--- src/rtl/sec_rtc_pkg.sv ---
package sec_rtc_pkg;
    localparam int ADDR_W = 5;
    localparam int DATA_W = 32;

    localparam logic [ADDR_W-1:0] OFS_SECS  = 5'h00;
    localparam logic [ADDR_W-1:0] OFS_PRESC = 5'h04;
    localparam logic [ADDR_W-1:0] OFS_ALARM = 5'h08;
    localparam logic [ADDR_W-1:0] OFS_CTRL  = 5'h10;
    localparam logic [ADDR_W-1:0] OFS_STAT  = 5'h14;
    localparam logic [ADDR_W-1:0] OFS_IEN   = 5'h1C;

    localparam int STAT_INV_BIT  = 0;
    localparam int STAT_ALM_BIT  = 1;
    localparam int STAT_RUN_BIT  = 4;
    localparam int CTRL_USER_BIT = 1;
    localparam int IEN_INV_BIT   = 0;
    localparam int IEN_ALM_BIT   = 2;
endpackage

--- src/rtl/sec_rtc_timebase.sv ---
module sec_rtc_timebase
    import sec_rtc_pkg::*;
#(
    parameter int PRESC_W = 15,
    parameter int SEC_W   = 32
) (
    input  logic               clk_i,
    input  logic               rst_ni,
    input  logic               tick_i,
    input  logic               run_i,
    input  logic               hold_i,
    input  logic               presc_wr_i,
    input  logic               secs_wr_i,
    input  logic [DATA_W-1:0]  wdata_i,
    output logic [PRESC_W-1:0] presc_o,
    output logic [SEC_W-1:0]   secs_o,
    output logic               step_o
);
    localparam int               MSB     = PRESC_W - 1;
    localparam logic [PRESC_W-1:0] P_ONE = PRESC_W'(1);
    localparam logic [SEC_W-1:0]   S_ONE = SEC_W'(1);

    typedef struct packed {
        logic [PRESC_W-1:0] presc;
        logic [SEC_W-1:0]   secs;
    } tb_state_t;

    tb_state_t st_d, st_q;
    logic      step;

    always_comb begin
        st_d = st_q;
        if (presc_wr_i) begin
            st_d.presc = wdata_i[PRESC_W-1:0];
        end else if (run_i && tick_i) begin
            st_d.presc = st_q.presc + P_ONE;
        end
        step = st_q.presc[MSB] && !st_d.presc[MSB] && !hold_i;
        if (secs_wr_i) begin
            st_d.secs = wdata_i[SEC_W-1:0];
        end else if (step) begin
            st_d.secs = st_q.secs + S_ONE;
        end
    end

    always_ff @(posedge clk_i or negedge rst_ni) begin
        if (!rst_ni) begin
            st_q <= '0;
        end else begin
            st_q <= st_d;
        end
    end

    assign presc_o = st_q.presc;
    assign secs_o  = st_q.secs;
    assign step_o  = step;

    AST_WRAP_STEPS: assert property (@(posedge clk_i) disable iff (!rst_ni)
        (run_i && tick_i && !presc_wr_i && !secs_wr_i && (&st_q.presc))
        |=> (st_q.secs == $past(st_q.secs) + S_ONE));

    AST_WRITE_CARRY: assert property (@(posedge clk_i) disable iff (!rst_ni)
        (presc_wr_i && st_q.presc[MSB] && !wdata_i[MSB] && !hold_i && !secs_wr_i)
        |=> (st_q.secs == $past(st_q.secs) + S_ONE));

    AST_HOLD_NO_STEP: assert property (@(posedge clk_i) disable iff (!rst_ni)
        (hold_i && !secs_wr_i) |=> $stable(st_q.secs));
endmodule

--- src/rtl/sec_rtc_status.sv ---
module sec_rtc_status
    import sec_rtc_pkg::*;
#(
    parameter int SEC_W = 32
) (
    input  logic             clk_i,
    input  logic             rst_ni,
    input  logic             step_i,
    input  logic [SEC_W-1:0] secs_i,
    input  logic [SEC_W-1:0] alarm_i,
    input  logic             secs_wr_i,
    input  logic             alarm_wr_i,
    input  logic             stat_wr_i,
    input  logic             run_wdata_i,
    input  logic             ien_inv_i,
    input  logic             ien_alm_i,
    output logic             inv_o,
    output logic             alm_o,
    output logic             run_o,
    output logic             irq_o
);
    typedef struct packed {
        logic inv;
        logic alm;
        logic run;
    } flag_state_t;

    flag_state_t st_d, st_q;

    always_comb begin
        st_d = st_q;
        if (secs_wr_i) begin
            st_d.inv = 1'b0;
        end
        if (step_i && (secs_i == alarm_i)) begin
            st_d.alm = 1'b1;
        end
        if (alarm_wr_i) begin
            st_d.alm = 1'b0;
        end
        if (stat_wr_i) begin
            st_d.run = run_wdata_i && !st_q.inv;
        end
    end

    always_ff @(posedge clk_i or negedge rst_ni) begin
        if (!rst_ni) begin
            st_q <= '{inv: 1'b1, alm: 1'b0, run: 1'b0};
        end else begin
            st_q <= st_d;
        end
    end

    assign inv_o = st_q.inv;
    assign alm_o = st_q.alm;
    assign run_o = st_q.run;
    assign irq_o = (st_q.inv && ien_inv_i) || (st_q.alm && ien_alm_i);

    AST_RUN_NEEDS_VALID: assert property (@(posedge clk_i) disable iff (!rst_ni)
        st_q.inv |-> !st_q.run);

    AST_INV_STAYS_CLEAR: assert property (@(posedge clk_i) disable iff (!rst_ni)
        !st_q.inv |=> !st_q.inv);

    AST_ALARM_ON_LEAVE: assert property (@(posedge clk_i) disable iff (!rst_ni)
        (step_i && (secs_i == alarm_i) && !alarm_wr_i) |=> st_q.alm);

    AST_ALARM_WR_CLEARS: assert property (@(posedge clk_i) disable iff (!rst_ni)
        alarm_wr_i |=> !st_q.alm);
endmodule

--- src/rtl/sec_rtc.sv ---
module sec_rtc
    import sec_rtc_pkg::*;
#(
    parameter int PRESC_W = 15,
    parameter int SEC_W   = 32
) (
    input  logic              clk_i,
    input  logic              rst_ni,
    input  logic              tick_i,
    input  logic              bus_wr_i,
    input  logic              bus_priv_i,
    input  logic [ADDR_W-1:0] bus_addr_i,
    input  logic [DATA_W-1:0] bus_wdata_i,
    output logic [DATA_W-1:0] bus_rdata_o,
    output logic              irq_o
);
    typedef struct packed {
        logic [SEC_W-1:0] alarm;
        logic             user_wr;
        logic             ien_inv;
        logic             ien_alm;
    } cfg_state_t;

    cfg_state_t cfg_d, cfg_q;

    logic               wr_ok;
    logic               secs_wr, presc_wr, alarm_wr, ctrl_wr, stat_wr, ien_wr;
    logic [PRESC_W-1:0] presc;
    logic [SEC_W-1:0]   secs;
    logic               step;
    logic               inv, alm, run;

    assign wr_ok    = bus_wr_i && (bus_priv_i || cfg_q.user_wr);
    assign secs_wr  = wr_ok && (bus_addr_i == OFS_SECS)  && !run;
    assign presc_wr = wr_ok && (bus_addr_i == OFS_PRESC) && !run;
    assign alarm_wr = wr_ok && (bus_addr_i == OFS_ALARM);
    assign ctrl_wr  = wr_ok && (bus_addr_i == OFS_CTRL);
    assign stat_wr  = wr_ok && (bus_addr_i == OFS_STAT);
    assign ien_wr   = wr_ok && (bus_addr_i == OFS_IEN);

    always_comb begin
        cfg_d = cfg_q;
        if (alarm_wr) cfg_d.alarm = bus_wdata_i[SEC_W-1:0];
        if (ctrl_wr)  cfg_d.user_wr = bus_wdata_i[CTRL_USER_BIT];
        if (ien_wr) begin
            cfg_d.ien_inv = bus_wdata_i[IEN_INV_BIT];
            cfg_d.ien_alm = bus_wdata_i[IEN_ALM_BIT];
        end
    end

    always_ff @(posedge clk_i or negedge rst_ni) begin
        if (!rst_ni) begin
            cfg_q <= '0;
        end else begin
            cfg_q <= cfg_d;
        end
    end

    sec_rtc_timebase #(.PRESC_W(PRESC_W), .SEC_W(SEC_W)) u_timebase (
        .clk_i      (clk_i),
        .rst_ni     (rst_ni),
        .tick_i     (tick_i),
        .run_i      (run),
        .hold_i     (inv),
        .presc_wr_i (presc_wr),
        .secs_wr_i  (secs_wr),
        .wdata_i    (bus_wdata_i),
        .presc_o    (presc),
        .secs_o     (secs),
        .step_o     (step)
    );

    sec_rtc_status #(.SEC_W(SEC_W)) u_status (
        .clk_i       (clk_i),
        .rst_ni      (rst_ni),
        .step_i      (step),
        .secs_i      (secs),
        .alarm_i     (cfg_q.alarm),
        .secs_wr_i   (secs_wr),
        .alarm_wr_i  (alarm_wr),
        .stat_wr_i   (stat_wr),
        .run_wdata_i (bus_wdata_i[STAT_RUN_BIT]),
        .ien_inv_i   (cfg_q.ien_inv),
        .ien_alm_i   (cfg_q.ien_alm),
        .inv_o       (inv),
        .alm_o       (alm),
        .run_o       (run),
        .irq_o       (irq_o)
    );

    always_comb begin
        bus_rdata_o = '0;
        case (bus_addr_i)
            OFS_SECS:  bus_rdata_o = DATA_W'(secs);
            OFS_PRESC: bus_rdata_o = DATA_W'(presc);
            OFS_ALARM: bus_rdata_o = DATA_W'(cfg_q.alarm);
            OFS_CTRL:  bus_rdata_o[CTRL_USER_BIT] = cfg_q.user_wr;
            OFS_STAT: begin
                bus_rdata_o[STAT_INV_BIT] = inv;
                bus_rdata_o[STAT_ALM_BIT] = alm;
                bus_rdata_o[STAT_RUN_BIT] = run;
            end
            OFS_IEN: begin
                bus_rdata_o[IEN_INV_BIT] = cfg_q.ien_inv;
                bus_rdata_o[IEN_ALM_BIT] = cfg_q.ien_alm;
            end
            default: bus_rdata_o = '0;
        endcase
    end

    AST_SECS_LOCKED: assert property (@(posedge clk_i) disable iff (!rst_ni)
        (bus_wr_i && (bus_addr_i == OFS_SECS) && run && !step) |=> $stable(secs));

    AST_PRESC_LOCKED: assert property (@(posedge clk_i) disable iff (!rst_ni)
        (bus_wr_i && (bus_addr_i == OFS_PRESC) && run && !tick_i) |=> $stable(presc));

    AST_USER_WR_BLOCKED: assert property (@(posedge clk_i) disable iff (!rst_ni)
        (bus_wr_i && !bus_priv_i && !cfg_q.user_wr)
        |=> ($stable(cfg_q) && $stable(run)));
endmodule

--- config.mk ---
export PLATFORM = sky130hd
export DESIGN_NAME = sec_rtc
export DESIGN_NICKNAME = d
export VERILOG_FILES = /design/src/rtl/sec_rtc_pkg.sv /design/src/rtl/sec_rtc_timebase.sv /design/src/rtl/sec_rtc_status.sv /design/src/rtl/sec_rtc.sv
export SDC_FILE = /design/constraint.sdc
export NUM_CORES = 1
export LEC_CHECK = 0
export ABC_AREA = 1
export BUFFER_PORTS_ARGS = -buffer_cell sky130_fd_sc_hd__clkbuf_2
export CELL_PAD_IN_SITES_DETAIL_PLACEMENT = 1
export CELL_PAD_IN_SITES_GLOBAL_PLACEMENT = 1
export CORE_MARGIN = 1.5
export CORE_UTILIZATION = 41
export DETAILED_ROUTE_END_ITERATION = 10
export GPL_TIMING_DRIVEN = 0
export HOLD_SLACK_MARGIN = 0.02
export PLACE_DENSITY_LB_ADDON = 0.1
export SYNTH_ARGS = -nofsm -noshare
export SYNTH_HDL_FRONTEND = slang
export SYNTH_HIERARCHICAL = 1
export SYNTH_SLANG_ARGS = --single-unit
export TNS_END_PERCENT = 1
--- constraint.sdc ---
create_clock -name clk_i -period 3 [get_ports clk_i]
set_clock_uncertainty 0.15 [all_clocks]
set_input_delay 0.6 -clock clk_i [delete_from_list [all_inputs] [get_ports clk_i]]
set_output_delay 0.6 -clock clk_i [all_outputs]
set_load 0.01 [all_outputs]
Word-level counts from Yosys, hierarchy flattened --
Cells that the tools add are included.
Cells by class: reductions and logical operators 25, add/subtract/negate cells 2, equal/unequal tests 6, muxes and demuxes 12
Operators with widths (number):
- $pmux W27 S3 | 1
- $mux W32 | 2
- $add A32 B1 Y32 const B | 1
- $eq A32 B32 Y1 | 1
- $mux W15 | 2
- $logic_and A1 B1 Y1 | 16
- $add A15 B1 Y15 const B | 1
- $eq A5 B5 Y1 const B | 3
- $pmux W1 S5 | 2
- $pmux W1 S4 | 2
- $reduce_bool A2 Y1 | 3
- $eq A5 B3 Y1 const B | 1
- $eq A5 B4 Y1 const B | 1
- $logic_not A5 Y1 | 1
- $logic_not A1 Y1 | 3
- $pmux W1 S3 | 1
- $logic_or A1 B1 Y1 | 2
- $mux W1 | 2
Storage, ports and cells: input port bits 42, output and inout bits 33, logic and storage cells 55, flip-flop bits (word level) 85

Logic depth before layout (Yosys ltp) --
Gate-level depths: netlist (run 1).
depth after elaboration 11, mapped depth 18

Cells and area by module --
Netlist (run 1), hierarchy kept.
By module, submodules not included:
- sec_rtc_timebase | instances 1, area an instance 3497.1 µm², seq. area each 1176.1 µm², cells an instance 567
- sec_rtc | instances 1, area an instance 2001.9 µm², seq. area each 875.8 µm², cells an instance 279
- sec_rtc_status | instances 1, area an instance 666.9 µm², seq. area each 76.3 µm², cells an instance 136

Worst setup path after synthesis (run 1) --
No wires, ideal clock.
kind input to register, from in bus_priv_i, to reg u_status.st_q, in the netlist u_status/alm_o, cell stages on the path 16, arrival 2.474 ns, required time 2.777 ns, setup time 0.073 ns, setup slack 0.303 ns, cells stage by stage o21ai_2 or2_2 nor3_1 inv_1 nand3_2 nand3_4 buf_4 inv_1 inv_1 nor2_1 nand3_1 nor2_1 nand2_1 nor2_1 nand2_1 a21oi_2
On the way: cells in the longest elaborated chain, start to end 10
RTL lines:
- from (decl) | RTL line sec_rtc.sv:11 | input logic bus_priv_i,
- $logic_or A1 B1 Y1 | RTL line sec_rtc.sv:33 | assign wr_ok = bus_wr_i && (bus_priv_i || cfg_q.user_wr);
- $logic_and A1 B1 Y1 | RTL line sec_rtc.sv:33
- $logic_and A1 B1 Y1 (2 in a row) | RTL line sec_rtc.sv:35 | assign presc_wr = wr_ok && (bus_addr_i == OFS_PRESC) && !run;
- via presc_wr | RTL line sec_rtc.sv:27 | logic secs_wr, presc_wr, alarm_wr, ctrl_wr, stat_wr, ien_wr;
- $mux W15 | RTL line sec_rtc_timebase.sv:33 | if (presc_wr_i) begin
- $logic_not A1 Y1 | RTL line sec_rtc_timebase.sv:38 | step = st_q.presc[MSB] && !st_d.presc[MSB] && !hold_i;
- $logic_and A1 B1 Y1 (2 in a row) | RTL line sec_rtc_timebase.sv:38
- via step | RTL line sec_rtc.sv:30 | logic step;
- $logic_and A1 B1 Y1 | RTL line sec_rtc_status.sv:35 | if (step_i && (secs_i == alarm_i)) begin
- $reduce_bool A2 Y1 (no source line)
- to (signal assigned) | RTL line sec_rtc_status.sv:48 | st_q <= '{inv: 1'b1, alm: 1'b0, run: 1'b0};
- to (signal assigned) | RTL line sec_rtc_status.sv:50 | st_q <= st_d;
- to (decl) | RTL line sec_rtc_status.sv:28 | flag_state_t st_d, st_q;
The timed path passes the listed nets, and every way through them passes these cells. A chain may end at the register's enable or synchronous reset.

Worst setup path in the final report (run 1) --
from in bus_addr_i[3], to out bus_rdata_o[14]
On the way: cells in the longest elaborated chain, start to end 2
RTL lines:
- from (decl) | RTL line sec_rtc.sv:12 | input logic [ADDR_W-1:0] bus_addr_i,
- $eq A5 B4 Y1 (tied with other cells) | RTL line sec_rtc.sv:93 | case (bus_addr_i)
- $pmux W27 S3 (*) | RTL line sec_rtc.sv:93
- to (decl) | RTL line sec_rtc.sv:14 | output logic [DATA_W-1:0] bus_rdata_o,
Every way passes the cells marked *; elsewhere a longest branch is shown, timed or not.

==> results.toml, run 1 <==
[global_route]
via_count_of_the_first_global_routing_pass = 6711
grt_max_degree = 56
first_pass_grt_wire_length_um = 36280
antenna_found_initial = 0
overflow = 0
grt.total_usage = 0.2919

[power_and_ir_drop]
power_leakage_nw = 3.528
cellPowerDensity_mw_per_mm2 = 449.5
worst_ir_drop_vdd_mv = 0.2910
p_total_mw = 3.216

[yosys]
post_synth_main_area_contributors = "sky130_fd_sc_hd__dfrtp_1 34%, sky130_fd_sc_hd__nand2_1 25%, sky130_fd_sc_hd__inv_1 6.8%, sky130_fd_sc_hd__nand3_1 6.0%, sky130_fd_sc_hd__nor2_1 5.8%"
syn-cell-area_mm2 = 0.006166
yosysTopAreaCellShare = 0.3409
synth.avg_cell_area_um2 = 6.279
ys_dominant_reg_cell = "sky130_fd_sc_hd__dfrtp_1"
post-synth-top-count-cell = "sky130_fd_sc_hd__nand2_1"
yosys-top-cells-count = "405 x sky130_fd_sc_hd__nand2_1, 112 x sky130_fd_sc_hd__inv_1, 95 x sky130_fd_sc_hd__nor2_1"
ys_seq_area_frac = 0.3452
synth-edff-count = 0
share_of_flip_flops_with_an_asynchronous_set_or_reset = 1.000
syn-num-nets = 1026
synth_warnings = 6
netlist.top_cell.by_area = "sky130_fd_sc_hd__dfrtp_1"
ys_seq_elements = 85
ys_types = 36
synth_cells = 982

[clocking]
clk_latency_ns = 0.36
clk_pin_slew_worst_paths_ns = 0.06
h-tree-depth = 3
cts_made_buffers = 9
cts_tree = "done"
holdBufCountCts = 0
cts_max_path_buffers = 2
numClockSinks = 85
ctsRootBufferMaster = "sky130_fd_sc_hd__clkbuf_16"

[detailed_routing]
post_detailed_route_drc_marker_count = 0
post_drt_via_cell_ratio = 5.297
routed_wirelength_normalized_by_instance_count_um = 17.54
detailedRoute.firstIterationViolations = 455
postRouteWirelength_um = 22140
dr_total_vias = 6685
drt-pass1-iter-count = 4
ant_nets = 0

[die]
floorplan.die_area_mm2 = 0.01578
row_count = 44
die-height_um = 125.6
die_width_um = 125.6
start_util = 0.4226
design.portCount = 75
core-area_mm2 = 0.01459

[critical_path]
arrival_ns = 2.07
critical_path.endpoint_type = "output pin"
path_class = "input port to output pin"
critical_path.startpoint_type = "input port"
required_worst_endpoint_ns = 2.25
timing.reg2reg.setup_slack_ns = 0.19
crit_fanout = 10
timing.reg2reg.worst_path_depth = 9

[sta]
finalWorstSetupSlack_ns = 0.1833
timing_max_transition_violations_final = 0
final_min_period_over_clock_period = 0.9389
tightest_slew_margin_relative_to_the_limit = 0.5167
tightestPinTransition_ns = 0.7250
max_freq_ghz = 0.3550
total_of_endpoints_with_negative_setup_slack_in_the_final_report = 0
finalHoldViolCount = 0
min_period_ns = 2.817
holdWs_ns = 0.07908

[final_layout]
antenna-diode-count = 0
final.fill_count = 2031
area_growth_pct = 16.01
finish.net_count = 1117
drive_gt1_frac = 0.1252

[placed_design]
port-buffer-count = 74
dp.final_hpwl_um = 16800
dpl_worst_slack_ns = -0.6566
routabilityCongestion = 0.9192

[run_status]
outcome = "finished clean"

[flow_run]
drv.max_cap_violation_count = 0

[min_path]
worst_hold_path_type = "input port to async pin"
## layout make-up
cell class | instances | area [um2] | area share
clock buffers | 12 | 246.5 | 0.03446
plain buffers | 33 | 190.2 | 0.02659
well taps | 184 | 230.2 | 0.03218
flip-flops and latches | 85 | 2128 | 0.2975
inverters | 114 | 427.9 | 0.05982
clock inverters | 4 | 47.55 | 0.006647
repair buffers | 80 | 437.9 | 0.06122
multi-input cells | 750 | 3445 | 0.4815
## critical path, cell delays in order
cell                       delay (ns)
sky130_fd_sc_hd__clkbuf_2        0.12
sky130_fd_sc_hd__nor2_1          0.27
sky130_fd_sc_hd__nand2_1         0.09
sky130_fd_sc_hd__nor2_1          0.18
sky130_fd_sc_hd__buf_2           0.36
sky130_fd_sc_hd__nand2_1         0.11
sky130_fd_sc_hd__o211ai_1        0.15
sky130_fd_sc_hd__clkbuf_2        0.18
## cell usage in the layout (no fill, tap or decap), types with 4 or more instances in the layout
| cell | netlist | final |
|---|---|---|
| sky130_fd_sc_hd__xor2_1 | 8 | 8 |
| sky130_fd_sc_hd__buf_2 | 5 | 5 |
| sky130_fd_sc_hd__clkbuf_2 | 0 | 73 |
| sky130_fd_sc_hd__clkbuf_16 | 0 | 9 |
| sky130_fd_sc_hd__clkbuf_1 | 14 | 16 |
| sky130_fd_sc_hd__o211ai_1 | 19 | 19 |
| sky130_fd_sc_hd__nor2_1 | 95 | 94 |
| sky130_fd_sc_hd__o21ai_1 | 8 | 8 |
| sky130_fd_sc_hd__dfrtp_1 | 84 | 84 |
| sky130_fd_sc_hd__buf_4 | 9 | 13 |
| sky130_fd_sc_hd__o21ai_0 | 60 | 60 |
| sky130_fd_sc_hd__buf_6 | 3 | 4 |
| sky130_fd_sc_hd__nand2_1 | 405 | 405 |
| sky130_fd_sc_hd__nand3b_1 | 9 | 9 |
| sky130_fd_sc_hd__nand3_1 | 74 | 74 |
| sky130_fd_sc_hd__nor2_2 | 4 | 5 |
| sky130_fd_sc_hd__xnor2_1 | 13 | 13 |
| sky130_fd_sc_hd__o21bai_1 | 4 | 4 |
| sky130_fd_sc_hd__nand4_1 | 22 | 22 |
| sky130_fd_sc_hd__inv_1 | 112 | 111 |
| sky130_fd_sc_hd__o221ai_1 | 4 | 4 |
## cells by family (layout without fill, tap and decap cells)
kind of cell,count (synthesis),after routing,synth area share
xor gates and xnor gates,21,21,0.02983
adders and majority gates,2,2,0.004058
DFF,85,85,0.3452
and+or+nand+nor,623,623,0.4217
AOI/OAI and AO/OA,104,104,0.09964
buffers and inverters,147,243,0.09963
## through the flow
| step | setup TNS [ns] | util | cells | cell area [um2] |
|---|---|---|---|---|
| after floorplan | 0 | - | 982 | 6166 |
| after global placement | -1.004 | 0.4638 | 1240 | 6766 |
| after detailed placement | -1.335 | 0.4659 | 1241 | 6797 |
| after CTS | 0 | 0.4868 | 1257 | 7102 |
| after global routing | -0.01129 | 0.4903 | 1262 | 7153 |
| final | 0 | 0.4903 | 1262 | 7153 |
## registers in the layout, summed over array words and instances (netlist names)
register and cells:
cfg_q 35, u_status/alm_o 1, u_status/inv_o 1, u_status/run_o 1, u_timebase/presc_o 15, u_timebase/secs_o 32
## final timing paths
path / from / to
worst max register to register: cfg_q[2] / u_timebase/secs_o[28]
min in group clk_i: bus_wdata_i[26] / cfg_q[29]
worst min register to register: cfg_q[0] / cfg_q[0]
worst max-delay path: bus_addr_i[3] / bus_rdata_o[14]
max in group asynchronous: rst_ni / u_status/inv_o
worst min-delay path: rst_ni / cfg_q[2]
## per-layer routing
layer,wire [um],global-route usage,vias up
met5,0,0,-
met4,229,0.05414,0
met3,942,0.05013,16
met2,9952,0.4594,148
met1,11010,0.4257,3239
li1,-,-,3282
## where the power goes
group | switching [mW] | internal [mW] | total (mW)
Combinational | 0.350 | 0.217 | 0.567
Sequential | 0.185 | 1.31 | 1.49
Clock | 0.489 | 0.666 | 1.16
## timing repair
action	4_1_cts	5_1_grt
pin swaps	0	1
buffers inserted	0	5
gates resized for setup	3	3
setup endpoints to repair	1	8
hold endpoints to repair	0	0
Power figures use the tool's default switching activity.
==> run 2, diff against run 1 <==
--- a/config.mk
+++ b/config.mk
@@ -15,6 +15,7 @@
 export GPL_TIMING_DRIVEN = 0
 export HOLD_SLACK_MARGIN = 0.02
 export PLACE_DENSITY_LB_ADDON = 0.1
+export SKIP_LAST_GASP = 1
 export SYNTH_ARGS = -nofsm -noshare
 export SYNTH_HDL_FRONTEND = slang
 export SYNTH_HIERARCHICAL = 1
==> constraint.sdc (replaced) <==
create_clock -name clk_i -period 3 [get_ports clk_i]
set_clock_uncertainty 0.15 [all_clocks]
set_input_delay 0.3 -clock clk_i [delete_from_list [all_inputs] [get_ports clk_i]]
set_output_delay 0.3 -clock clk_i [all_outputs]
set_load 0.01 [all_outputs]
==> run 2 against run 1 <==
Net effect:
- final cell count is essentially flat
- wire length down 0.19%
- core utilization grew 0.069 points
- highest routed layer unchanged
==> results.toml, run 2 (synthesis gave the netlist of run 1 again) <==
[final_layout]
layout.cell_area.non_filler_mm2 = 0.007163
layout.cells.most_common = "sky130_fd_sc_hd__nand2_1"
area_growth_pct = 16.17
finish.net_count = 1118
registers.top_by_ff_count = "cfg_q"
finalCoreUtilization = 0.4910
drive_gt1_frac = 0.1251
most_frequent_cells_in_the_layout = "405 x sky130_fd_sc_hd__nand2_1, 111 x sky130_fd_sc_hd__inv_1, 94 x sky130_fd_sc_hd__nor2_1"
final_cells = 1263
largest_reg_flops = 35
final.fill_count = 2032
antenna-diode-count = 0

[detailed_routing]
detailedRoute.firstIterationViolations = 472
routed_wirelength_normalized_by_instance_count_um = 17.49
dr_total_vias = 6657
post_detailed_route_drc_marker_count = 0
postRouteWirelength_um = 22100
post_drt_via_cell_ratio = 5.271
drt-pass1-iter-count = 5
ant_nets = 0

[die]
start_util = 0.4226
die_width_um = 125.6
design.portCount = 75
core-area_mm2 = 0.01459
die-height_um = 125.6
floorplan.die_area_mm2 = 0.01578
row_count = 44

[clocking]
cts_tree = "done"
clk_latency_ns = 0.36
h-tree-depth = 3
clk_pin_slew_worst_paths_ns = 0.07
numClockSinks = 85
ctsRootBufferMaster = "sky130_fd_sc_hd__clkbuf_16"
cts_max_path_buffers = 2
cts_made_buffers = 9

[critical_path]
timing.reg2reg.setup_slack_ns = 0.19
cp_num_buf_inv = 4
arrival_ns = 2.94
path_class = "flop to flop"
capture_point_of_the_critical_path = "u_status/alm_o"
required_worst_endpoint_ns = 3.13
crit_path_start = "cfg_q[2]"
rr_startpoint = "cfg_q[2]"
critical-path-top-delay-family = "simple AND/OR/NAND/NOR gates"
timing.reg2reg.worst_path_depth = 16
crit_path_cell_trace = "o21ai_4, or2_2, nor3_4, inv_2, nand3_2, nand3_4, buf_6, inv_1, inv_1, nor2_2, nand3_1, nor2_1, nand2_1, nor2_1, nand2_1, a21oi_2"
crit_fanout = 10
slowest_delay_ns = 0.41
crit_slowest_cell = "sky130_fd_sc_hd__dfrtp_1"
critical_path.endpoint_type = "flop"
critical_path.startpoint_type = "flop"
worstSetupPathDepth = 16
timing.rr.end = "u_status/alm_o"

[run_status]
outcome = "finished clean"

[sta]
min_period_ns = 2.812
tightestPinTransition_ns = 0.7229
setup_total_negative_slack_ns = 0
finalWorstSetupSlack_ns = 0.1879
holdWs_ns = 0.02637
final_min_period_over_clock_period = 0.9374
finalHoldViolCount = 0
tightest_slew_margin_relative_to_the_limit = 0.5180
total_of_endpoints_with_negative_setup_slack_in_the_final_report = 0
timing_max_transition_violations_final = 0
max_freq_ghz = 0.3556

[flow_run]
drv.max_cap_violation_count = 0

[global_route]
via_count_of_the_first_global_routing_pass = 6711
first_pass_grt_wire_length_um = 36280
overflow = 0
grt_max_degree = 56
antenna_found_initial = 0
grt.total_usage = 0.2919

[placed_design]
placedInstanceArea_mm2 = 0.006797
dpl_worst_slack_ns = -0.3566
port-buffer-count = 74
dp.final_hpwl_um = 16800
routabilityCongestion = 0.9192
placed_cells = 1241

[min_path]
worst_hold_path_type = "input port to flop"

[power_and_ir_drop]
p_total_mw = 3.215
cellPowerDensity_mw_per_mm2 = 448.9
worst_ir_drop_vdd_mv = 0.2909
power_leakage_nw = 3.532
[run 2: changes by cell type in the layout (fill, tap and decap cells not counted)]
cell / change
sky130_fd_sc_hd__dlygate4sd3_1: +1
[run 2: report_power, final]
group	internal (mW)	switching [mW]
clock network	0.667	0.488
registers	1.31	0.185
logic	0.218	0.350
total	2.19	1.02
[run 2: worst reg2reg max path: stages, from the launching register on]
cell and delay (ns):
sky130_fd_sc_hd__dfrtp_1 0.41, sky130_fd_sc_hd__o21ai_4 0.13, sky130_fd_sc_hd__or2_2 0.33, sky130_fd_sc_hd__nor3_4 0.28
sky130_fd_sc_hd__inv_2 0.13, sky130_fd_sc_hd__nand3_2 0.13, sky130_fd_sc_hd__nand3_4 0.15, sky130_fd_sc_hd__buf_6 0.20
sky130_fd_sc_hd__inv_1 0.06, sky130_fd_sc_hd__inv_1 0.04, sky130_fd_sc_hd__nor2_2 0.17, sky130_fd_sc_hd__nand3_1 0.10
sky130_fd_sc_hd__nor2_1 0.10, sky130_fd_sc_hd__nand2_1 0.08, sky130_fd_sc_hd__nor2_1 0.10, sky130_fd_sc_hd__nand2_1 0.07
sky130_fd_sc_hd__a21oi_2 0.11
[run 2: area by class of cell]
| cell class | count | area [um2] | share of cell area |
|---|---|---|---|
| clock buffers | 12 | 246.5 | 0.03441 |
| inverters | 114 | 427.9 | 0.05974 |
| clock inverters | 4 | 47.55 | 0.006638 |
| flip-flops and latches | 85 | 2128 | 0.2971 |
| multi-input cells | 750 | 3445 | 0.4809 |
| repair buffers | 81 | 447.9 | 0.06253 |
| well taps | 184 | 230.2 | 0.03214 |
| plain buffers | 33 | 190.2 | 0.02655 |
[run 2: worst min path at each step]
| stage | from | to | slack (ns) | cells past startpoint |
|---|---|---|---|---|
| after global routing | bus_wdata_i[15] | cfg_q[18] | 0.03 | 3 |
| after detailed placement | rst_ni | cfg_q[2] | 0.17 | 1 |
| final | bus_wdata_i[26] | cfg_q[29] | 0.03 | 3 |
| after floorplan | rst_ni | cfg_q[0] | -0.15 | 0 |
| after global placement | cfg_q[0] | cfg_q[0] | 0.34 | 2 |
| after CTS | bus_wdata_i[16] | cfg_q[19] | 0.02 | 3 |
[run 2: metal layers]
metal / part of all wire / global-route usage / vias up
met5: 0 / 0 / -
met4: 0.011 / 0.05414 / 0
li1: - / - / 3287
met1: 0.50 / 0.4257 / 3211
met2: 0.45 / 0.4594 / 142
met3: 0.042 / 0.05013 / 17
[run 2: what timing repair did]
item	4_1_cts	5_1_grt
hold buffers	1	0
gates resized for setup	3	3
pin swaps	0	1
setup endpoints to repair	1	8
hold endpoints to repair	30	0
buffers inserted	0	5
